--- config.mk ---
export PLATFORM = sky130hd
export DESIGN_NAME = bnp_unit
export DESIGN_NICKNAME = d
export VERILOG_FILES = /design/src/rtl/bnp_pkg.sv /design/src/rtl/bnp_decode.sv /design/src/rtl/bnp_target.sv /design/src/rtl/bnp_pending.sv /design/src/rtl/bnp_unit.sv
export SDC_FILE = /design/constraint.sdc
export NUM_CORES = 1
export LEC_CHECK = 0
export BUFFER_PORTS_ARGS = -buffer_cell sky130_fd_sc_hd__buf_2
export CAP_MARGIN = 20
export CORE_MARGIN = 1
export CORE_UTILIZATION = 44
export DETAILED_ROUTE_END_ITERATION = 8
export PLACE_DENSITY = 0.69
export SYNTH_ARGS = -nofsm -noshare
export SYNTH_HDL_FRONTEND = slang
export SYNTH_SLANG_ARGS = --single-unit
--- constraint.sdc ---
create_clock -name clk_i -period 5.2 [get_ports clk_i]
set_clock_uncertainty 0.2 [all_clocks]
set_input_delay 1.04 -clock clk_i [delete_from_list [all_inputs] [get_ports clk_i]]
set_output_delay 1.04 -clock clk_i [all_outputs]
set_load 0.005 [all_outputs]
--- src/rtl/bnp_pkg.sv ---
package bnp_pkg;

  typedef enum logic [3:0] {
    OP_NONE,
    OP_BC,    // conditional, immediate
    OP_BCS,   // conditional, delayed
    OP_BRA,   // pc-relative 12-bit
    OP_BRAF,  // pc + register
    OP_JMP,   // register absolute
    OP_RTS,
    OP_RTE,
    OP_TRAP
  } op_e;

  typedef struct packed {
    op_e         op;
    logic        want_t;
    logic        link;
    logic        delayed;
    logic        is_br;
    logic [3:0]  rn;
    logic [7:0]  imm8;
    logic [11:0] imm12;
  } dec_t;

endpackage

--- src/rtl/bnp_decode.sv ---
module bnp_decode
  import bnp_pkg::*;
(
  input  logic [15:0] insn_i,
  output dec_t        dec_o
);

  always_comb begin
    dec_o         = '0;
    dec_o.op      = OP_NONE;
    dec_o.rn      = insn_i[11:8];
    dec_o.imm8    = insn_i[7:0];
    dec_o.imm12   = insn_i[11:0];
    casez (insn_i)
      16'b1000_1011_????_????: begin dec_o.op = OP_BC;  dec_o.want_t = 1'b0; end
      16'b1000_1001_????_????: begin dec_o.op = OP_BC;  dec_o.want_t = 1'b1; end
      16'b1000_1111_????_????: begin dec_o.op = OP_BCS; dec_o.want_t = 1'b0; end
      16'b1000_1101_????_????: begin dec_o.op = OP_BCS; dec_o.want_t = 1'b1; end
      16'b1010_????_????_????: dec_o.op = OP_BRA;
      16'b1011_????_????_????: begin dec_o.op = OP_BRA; dec_o.link = 1'b1; end
      16'b0000_????_0010_0011: dec_o.op = OP_BRAF;
      16'b0000_????_0000_0011: begin dec_o.op = OP_BRAF; dec_o.link = 1'b1; end
      16'b0100_????_0010_1011: dec_o.op = OP_JMP;
      16'b0100_????_0000_1011: begin dec_o.op = OP_JMP; dec_o.link = 1'b1; end
      16'h000B:                dec_o.op = OP_RTS;
      16'h002B:                dec_o.op = OP_RTE;
      16'b1100_0011_????_????: dec_o.op = OP_TRAP;
      default:                 dec_o.op = OP_NONE;
    endcase
    dec_o.is_br   = (dec_o.op != OP_NONE);
    dec_o.delayed = dec_o.is_br && (dec_o.op != OP_BC) && (dec_o.op != OP_TRAP);
  end

endmodule

--- src/rtl/bnp_target.sv ---
module bnp_target
  import bnp_pkg::*;
#(
  parameter int XLEN = 32
) (
  input  dec_t            dec_i,
  input  logic [XLEN-1:0] pc_i,
  input  logic [XLEN-1:0] rn_val_i,
  input  logic [XLEN-1:0] pr_i,
  input  logic [XLEN-1:0] spc_i,
  output logic [XLEN-1:0] tgt_o
);

  localparam int S8  = XLEN - 9;
  localparam int S12 = XLEN - 13;

  logic [XLEN-1:0] pc4, off8, off12;

  assign pc4   = pc_i + XLEN'(4);
  assign off8  = {{S8{dec_i.imm8[7]}}, dec_i.imm8, 1'b0};
  assign off12 = {{S12{dec_i.imm12[11]}}, dec_i.imm12, 1'b0};

  always_comb begin
    unique case (dec_i.op)
      OP_BC, OP_BCS: tgt_o = pc4 + off8;
      OP_BRA:        tgt_o = pc4 + off12;
      OP_BRAF:       tgt_o = pc4 + rn_val_i;
      OP_JMP:        tgt_o = rn_val_i;
      OP_RTS:        tgt_o = pr_i;
      OP_RTE:        tgt_o = spc_i;
      default:       tgt_o = pc4;
    endcase
  end

endmodule

--- src/rtl/bnp_pending.sv ---
module bnp_pending #(
  parameter int XLEN = 32
) (
  input  logic            clk_i,
  input  logic            rst_ni,
  input  logic            set_i,
  input  logic [XLEN-1:0] tgt_i,
  input  logic            clr_i,
  output logic            valid_o,
  output logic [XLEN-1:0] tgt_o
);

  always_ff @(posedge clk_i or negedge rst_ni) begin
    if (!rst_ni) begin
      valid_o <= 1'b0;
      tgt_o   <= '0;
    end else if (set_i) begin
      valid_o <= 1'b1;
      tgt_o   <= tgt_i;
    end else if (clr_i) begin
      valid_o <= 1'b0;
    end
  end

  // a slot never queues a new target
  a_r11_set_excl_clr: assert property (@(posedge clk_i) disable iff (!rst_ni)
    !(set_i && clr_i));

endmodule

--- src/rtl/bnp_unit.sv ---
module bnp_unit
  import bnp_pkg::*;
#(
  parameter int              XLEN      = 32,
  parameter logic [XLEN-1:0] RESET_PC  = 32'hA000_0000,
  parameter logic [11:0]     TRAP_CODE = 12'h160,
  parameter logic [11:0]     TRAP_VEC  = 12'h100
) (
  input  logic            clk_i,
  input  logic            rst_ni,
  input  logic            insn_valid_i,
  input  logic [15:0]     insn_i,
  input  logic [XLEN-1:0] pc_i,
  input  logic            t_i,
  input  logic [XLEN-1:0] rn_val_i,
  input  logic [XLEN-1:0] pr_i,
  input  logic [XLEN-1:0] spc_i,
  output logic [3:0]      rn_sel_o,
  output logic [XLEN-1:0] fetch_pc_o,
  output logic            pr_we_o,
  output logic [XLEN-1:0] pr_wdata_o,
  output logic            trap_req_o,
  output logic [XLEN-1:0] trap_tra_o,
  output logic [11:0]     trap_code_o,
  output logic [11:0]     trap_vec_o,
  output logic            slot_illegal_o
);

  dec_t            dec;
  logic [XLEN-1:0] tgt, pend_tgt, pc_seq;
  logic            pend_v, exec, slot, taken, defer, redirect_now;

  bnp_decode u_dec (.insn_i(insn_i), .dec_o(dec));

  bnp_target #(.XLEN(XLEN)) u_tgt (
    .dec_i(dec), .pc_i(pc_i), .rn_val_i(rn_val_i),
    .pr_i(pr_i), .spc_i(spc_i), .tgt_o(tgt)
  );

  bnp_pending #(.XLEN(XLEN)) u_pend (
    .clk_i(clk_i), .rst_ni(rst_ni), .set_i(defer), .tgt_i(tgt),
    .clr_i(slot), .valid_o(pend_v), .tgt_o(pend_tgt)
  );

  assign exec   = insn_valid_i && !pend_v;
  assign slot   = insn_valid_i && pend_v;
  assign pc_seq = pc_i + XLEN'(2);

  always_comb begin
    unique case (dec.op)
      OP_BC, OP_BCS: taken = (t_i == dec.want_t);
      OP_NONE, OP_TRAP: taken = 1'b0;
      default:       taken = 1'b1;
    endcase
  end

  assign defer        = exec && taken && dec.delayed;
  assign redirect_now = exec && taken && !dec.delayed;

  always_ff @(posedge clk_i or negedge rst_ni) begin
    if (!rst_ni)           fetch_pc_o <= RESET_PC;
    else if (slot)         fetch_pc_o <= pend_tgt;
    else if (redirect_now) fetch_pc_o <= tgt;
    else if (exec)         fetch_pc_o <= pc_seq;
  end

  assign rn_sel_o       = dec.rn;
  assign pr_we_o        = exec && dec.link;
  assign pr_wdata_o     = pc_i + XLEN'(4);
  assign trap_req_o     = exec && (dec.op == OP_TRAP);
  assign trap_tra_o     = {{(XLEN-10){1'b0}}, dec.imm8, 2'b00};
  assign trap_code_o    = TRAP_CODE;
  assign trap_vec_o     = TRAP_VEC;
  assign slot_illegal_o = slot && dec.is_br;

  // sequential advance for non-branch work
  a_r2_seq_advance: assert property (@(posedge clk_i) disable iff (!rst_ni)
    (insn_valid_i && !pend_v && !dec.is_br) |=> fetch_pc_o == $past(pc_i) + XLEN'(2));

  // slot acceptance redirects to the parked target
  a_r4_slot_redirect: assert property (@(posedge clk_i) disable iff (!rst_ni)
    (insn_valid_i && pend_v) |=> (fetch_pc_o == $past(pend_tgt)) && !pend_v);

  // side effects are mutually exclusive
  a_r11_side_onehot: assert property (@(posedge clk_i) disable iff (!rst_ni)
    $onehot0({pr_we_o, trap_req_o, slot_illegal_o}));

  // idle cycles hold fetch and pending state
  a_r12_idle_hold: assert property (@(posedge clk_i) disable iff (!rst_ni)
    !insn_valid_i |=> $stable(fetch_pc_o) && $stable(pend_v));

endmodule

# Yosys cells after proc, flatten, opt, wreduce, memory -nomap -nowiden
# Index checks and enable logic that the tools add are counted.
[word_totals]
regBits = 65
input_bits = 148
out_inout_bits = 127
wordCells = 67
[classes]
n_addsub = 5
n_eq_ne = 24
mux = 10
n_reduce_logical = 25
[ops]
columns = ["operator", "count"]
rows = [
  ["one-hot mux 32 bit (6 select lines)", 1],
  ["adder 32 bit", 3],
  ["2-to-1 mux 32 bit", 3],
  ["equality test 8 bit (second input constant)", 5],
  ["adder 32 x 2 -> 32 bit (second input constant)", 1],
  ["adder 32 x 3 -> 32 bit (second input constant)", 1],
  ["one-hot mux 4 bit (8 select lines)", 1],
  ["equality test 12 x 11 -> 1 bit (second input constant)", 2],
  ["equality test 16 x 4 -> 1 bit (second input constant)", 1],
  ["equality test 16 x 6 -> 1 bit (second input constant)", 1],
  ["equality test 4 x 3 -> 1 bit (second input constant)", 4],
  ["OR reduction 2 bit", 8],
  ["equality test 12 x 2 -> 1 bit (second input constant)", 1],
  ["equality test 12 x 6 -> 1 bit (second input constant)", 1],
  ["equality test 4 bit (second input constant)", 3],
  ["logical AND 1 bit", 10],
  ["equality test 4 x 2 -> 1 bit (second input constant)", 2],
  ["equality test 4 x 1 -> 1 bit (second input constant)", 1],
  ["logical NOT 4 bit", 1],
  ["2-to-1 mux 1 bit", 4],
  ["inequality test 4 x 1 -> 1 bit (second input constant)", 1],
  ["inequality test 4 bit (second input constant)", 1],
  ["nonzero test 4 bit", 1],
  ["nonzero test 3 bit", 1],
  ["5 further kinds", 6],
]

# Logic depth before layout (Yosys ltp)
[depth]
ltp_word = 10
mapped_depth = 19
mapped_depth_nobuf = 18

# Modules after synthesis
# Synthesis repeated with hierarchy kept, for this count alone.
[hier_totals]
hier_cells = 1276
hier_area_um2 = 10388.7
[modules_own_cells]
columns = ["module", "n_inst", "cells_per_inst", "area_each_um2", "seq_area_each_um2"]
rows = [
  ["bnp_target", 1, 756, 5415.2, 0.0],
  ["bnp_unit", 1, 393, 3193.1, 803.3],
  ["bnp_pending", 1, 71, 1377.6, 825.8],
  ["bnp_decode", 1, 56, 402.9, 0.0],
]

# Worst setup path after synthesis
# OpenSTA, ideal clock, no wires.
[synth_timing]
path_kind = "input port to flip-flop"
from = "in pc_i[2]"
to = "reg fetch_pc_o[22]"
setup_time_ns = 0.126
arrival_time_ns = 4.563
t_required_ns = 4.874
setup_slack_ns = 0.311
cell_stages = 18
n_path_buf = 1
path_cell_list = "ha_1 > and3_1 > and4_1 > nand2_1 > nor2_1 > nand4_1 > xnor2_1 > ha_1 > buf_2 > and3_1 > a221o_1 > a221oi_2 > o21ai_1 > a31oi_4 > xnor2_1 > a221oi_2 > a21oi_1 > a221o_1"
[synth_between]
elab_chain_cells = 5
elab_cells_between_ends = 9
classes_between = "5 x add/sub; 4 x mux"
[synth_rtl]
columns = ["item", "line_no", "source"]
rows = [
  ["start: declaration", "bnp_unit.sv:13", "input logic [XLEN-1:0] pc_i,"],
  ["adder 32 x 3 -> 32 bit *", "n/a", ""],
  ["named net pr_wdata_o[18]", "bnp_unit.sv:21", "output logic [XLEN-1:0] pr_wdata_o,"],
  ["adder 32 bit (on tied branches)", "bnp_target.sv:27, bnp_target.sv:25, bnp_target.sv:26", ""],
  ["one-hot mux 32 bit (6 select lines) *", "bnp_target.sv:24", "unique case (dec_i.op)"],
  ["2-to-1 mux 32 bit *", "bnp_unit.sv:63", "else if (redirect_now) fetch_pc_o <= tgt;"],
  ["2-to-1 mux 32 bit *", "bnp_unit.sv:62", "else if (slot) fetch_pc_o <= pend_tgt;"],
  ["end signal: assignment", "bnp_unit.sv:62", ""],
  ["end signal: assignment", "bnp_unit.sv:63", ""],
  ["end signal: assignment", "bnp_unit.sv:64", "else if (exec) fetch_pc_o <= pc_seq;"],
  ["end: declaration", "bnp_unit.sv:19", "output logic [XLEN-1:0] fetch_pc_o,"],
]
# Mark *: on every way through the listed nets, which the timed path passes. The rest lies on a longest branch. The select of a mux whose other input is x is not followed.
# A chain may end at the register's enable or synchronous reset.

# Final worst setup path
[layout_timing]
from = "in pc_i[3]"
to = "reg fetch_pc_o[28]"
[layout_between]
elab_chain_cells = 5
elab_cells_between_ends = 9
classes_between = "5 x add/sub; 4 x mux"
[layout_rtl]
columns = ["item", "line_no", "source"]
rows = [
  ["adder 32 x 3 -> 32 bit", "bnp_target.sv:19", "assign pc4 = pc_i + XLEN'(4);"],
  ["adder 32 bit (on tied branches)", "bnp_target.sv:27, bnp_target.sv:25, bnp_target.sv:26", ""],
  ["one-hot mux 32 bit (6 select lines)", "bnp_target.sv:24", ""],
  ["2-to-1 mux 32 bit *", "bnp_unit.sv:63", ""],
  ["2-to-1 mux 32 bit *", "bnp_unit.sv:62", ""],
]
# Mark *: on every way between the ends. The rest lies on a longest branch, timed or not. The select of a mux whose other input is x is not followed.

==> out/qor.csv <==
metric,value,unit
Comb power frac,46.5,%
most used standard cell by instance count after synthesis,nand2_1,
slowest cell delay on critical path,0.36,ns
Initial DRC Count,1145,
Placed Area,11200,um^2
top post-synthesis cells by area,"dfrtp_1 (17%), ha_1 (8.3%), nand2_1 (5.3%)",
Async SR Flop Fraction,100,%
Die Wd,149,um
setup bufs post-CTS,0,
PwrDens,212,nW/um^2
CP Cell Sequence,"buf_2, ha_1, and3_1, and4_2, nand2_1, nor2_2, nand4_1, xnor2_2, ha_1, and3_1, a221o_1, a221oi_2, o21ai_1, a31oi_4, o21bai_1, mux2i_1, a211oi_1, buf_4, o21ai_0",
post-synthesis cell area,9510,um^2
f_max,0.203,GHz
Netlist cell types,98,
endpoints failing hold,0,
Setup TNS Final,0,ns
Worst EP arrival,4.92,ns
Switching Fraction,39.5,%
syn avg cell area,7.76,um^2
Detail Route Antenna Nets,0,
Clock Power Share,25.4,%
P_leak,5.26,nW
Crit Path Class,in2reg,
period utilization,94.7,%
CP max FO,6,
hold path depth,2,
peak supply drop,0.150,mV
Initial Util,45.1,%
CTS root buffer,clkbuf_16,
DRC,0,
CTS tree,yes,
slew margin rel.,34.7,%
Mapped Cells,1226,
HPWL Detailed,30400,um
# clock sinks,65,
final-layout fill cell count,2060,
first-pass GRT wire length,57800,um
DR vias/cell,6.10,
Skew-Pair Late Insertion Delay,0.34,ns
vias in the first global route,9909,
Die Footprint,22200,um^2
Commonest cells post-synth,"nand2_1 (135), nor2_1 (89), a21oi_1 (83)",
chip height,149,um
post-synthesis sequential area ratio,17.1,%
Flop pwr share,28.0,%
Tot GR Track Use,34.0,%
Internal,1.49,mW
r2r worst-path depth,6,
Yosys warning count,0,
antenna violations before repair,3,
Synth top area share,16.6,%
layout net count,1707,
Sw Pwr,0.969,mW
Hold Path Class,reg2reg,
"EDFF count, synth",0,
"Primary FF master, synth",dfrtp_1,
minimum clock period,4.92,ns
Final Power,2.45,mW
largest net degree at the start of global routing,43,
Clock transition at path regs,0.06,ns
# port buffers,226,
Required @ worst endpoint,5.20,ns
crit start category,input pin,
via count,10832,
H-tree Lvls,3,
fin. max-slew vios,0,
number of synthesized register bits,65,
CTS Buffer Depth,2,
GR Overflow Total,0,
final setup vio count,0,
Wirelength per Cell,21.3,um
status,"finished, final reports clean",
Slowest cell on crit path,a221o_1,
"area leader, netlist",dfrtp_1,
GPL Wtd Cong,0.976,
crit path capture type,flip-flop,
post-route design area,11600,um^2
Core ar.,21100,um^2
Worst-Margin Slew,0.980,ns
total CTS buffers,9,
Cell Rows,53,
number of max-cap violations,0,
synthesis-to-layout area growth,21.9,%
layout cells sized above 1,28.6,%
final WL,37800,um
Top-Level Pins,275,
unrepaired setup endpoints after global routing,false,
DRT Pass-1 Iters,8,
## power by group through the flow
stage | clock network [mW] | logic [mW] | registers, mW
finish | 0.624 | 1.14 | 0.688
global route | 0.650 | 1.25 | 0.701
CTS | 0.627 | 1.11 | 0.686
detailed placement | 0 | 1.11 | 0.694
global placement | 0 | 1.10 | 0.689
floorplan | 0 | 0.723 | 0.675
## worst max-delay path: cells and delay by family
family	cells	cell delay [ns]
AO/OA/AOI/OAI	7	1.59
multiplexers	1	0.14
buffers and inverters	2	0.28
AND/OR/NAND/NOR	6	1.15
adder cells (fa/ha/maj)	2	0.51
XOR/XNOR	1	0.20
## through the flow
stage	util, %	hold slack, ns	setup WS [ns]	instances
2_1_floorplan	-	0.240	0.311	1272
3_3_place_gp	53.3	0.259	-0.0377	1758
3_5_place_dp	53.3	0.262	-0.182	1758
4_1_cts	54.7	0.277	0.135	1774
5_1_grt	55.0	0.295	0.0350	1777
6_report	55.0	0.274	0.277	1777
## state kept, by name, summed over array words and instances (netlist names)
| name | count |
|---|---|
| u_pend.tgt_o | 32 |
| u_pend.valid_o | 1 |
| fetch_pc_o | 32 |
## cells by family after synthesis
logic type / Yosys count / share of synthesized area [%]
AND/OR/NAND/NOR: 401 / 21.2
AO/OA/AOI/OAI: 392 / 29.1
buffers and inverters: 159 / 9.63
XOR/XNOR: 96 / 8.98
adder cells (fa/ha/maj): 65 / 8.71
flip-flops: 65 / 17.1
multiplexers: 46 / 5.12
other: 2 / 0.0789
## cell type report
type / count / area [um^2] / share of cell area [%]
clock inverters: 6 / 67.6 / 0.583
multi-input cells: 1048 / 7210 / 62.1
flip-flops and latches: 65 / 1630 / 14.0
well taps: 275 / 344 / 2.97
repair buffers: 338 / 1980 / 17.1
diodes: 3 / 7.51 / 0.0647
clock buffers: 10 / 239 / 2.06
inverters: 32 / 120 / 1.04
## cells in the final DEF, fill, tap and decap left out, types with 25 or more instances in the layout
cell type	instances
dfrtp_1	63
buf_2	226
xor2_1	36
ha_1	63
a21o_1	25
o21ai_0	71
nand3_1	33
nor2_1	88
inv_1	30
a21oi_1	83
mux2i_1	25
xnor2_1	55
buf_4	111
nand2_1	135
conb_1	48
## what timing repair did
item	4_1_cts	5_1_grt
gates resized for setup	0	12
endpoints found under the hold margin	0	0
endpoints found under the setup margin	0	15
hold buffers	0	0
## worst paths after layout
path,startpoint,end,slack (ns)
min reg2reg,u_pend.tgt_o[3],u_pend.tgt_o[3],0.27
max reg2reg,u_pend.valid_o,u_pend.tgt_o[31],1.60
max,pc_i[3],fetch_pc_o[28],0.28
min in group asynchronous,rst_ni,fetch_pc_o[6],0.65
min,u_pend.tgt_o[3],u_pend.tgt_o[3],0.27
max in group asynchronous,rst_ni,fetch_pc_o[29],3.17
## per-layer routing
layer / vias up / wire length (um) / GRT usage (%)
met1: 5091 / 16700 / 50.7
met4: 0 / 667 / 7.30
li1: 5014 / - / -
met5: - / 0 / 0
met2: 676 / 16200 / 50.2
met3: 51 / 4310 / 6.27
No activity file was read; power rests on OpenSTA's default activity.
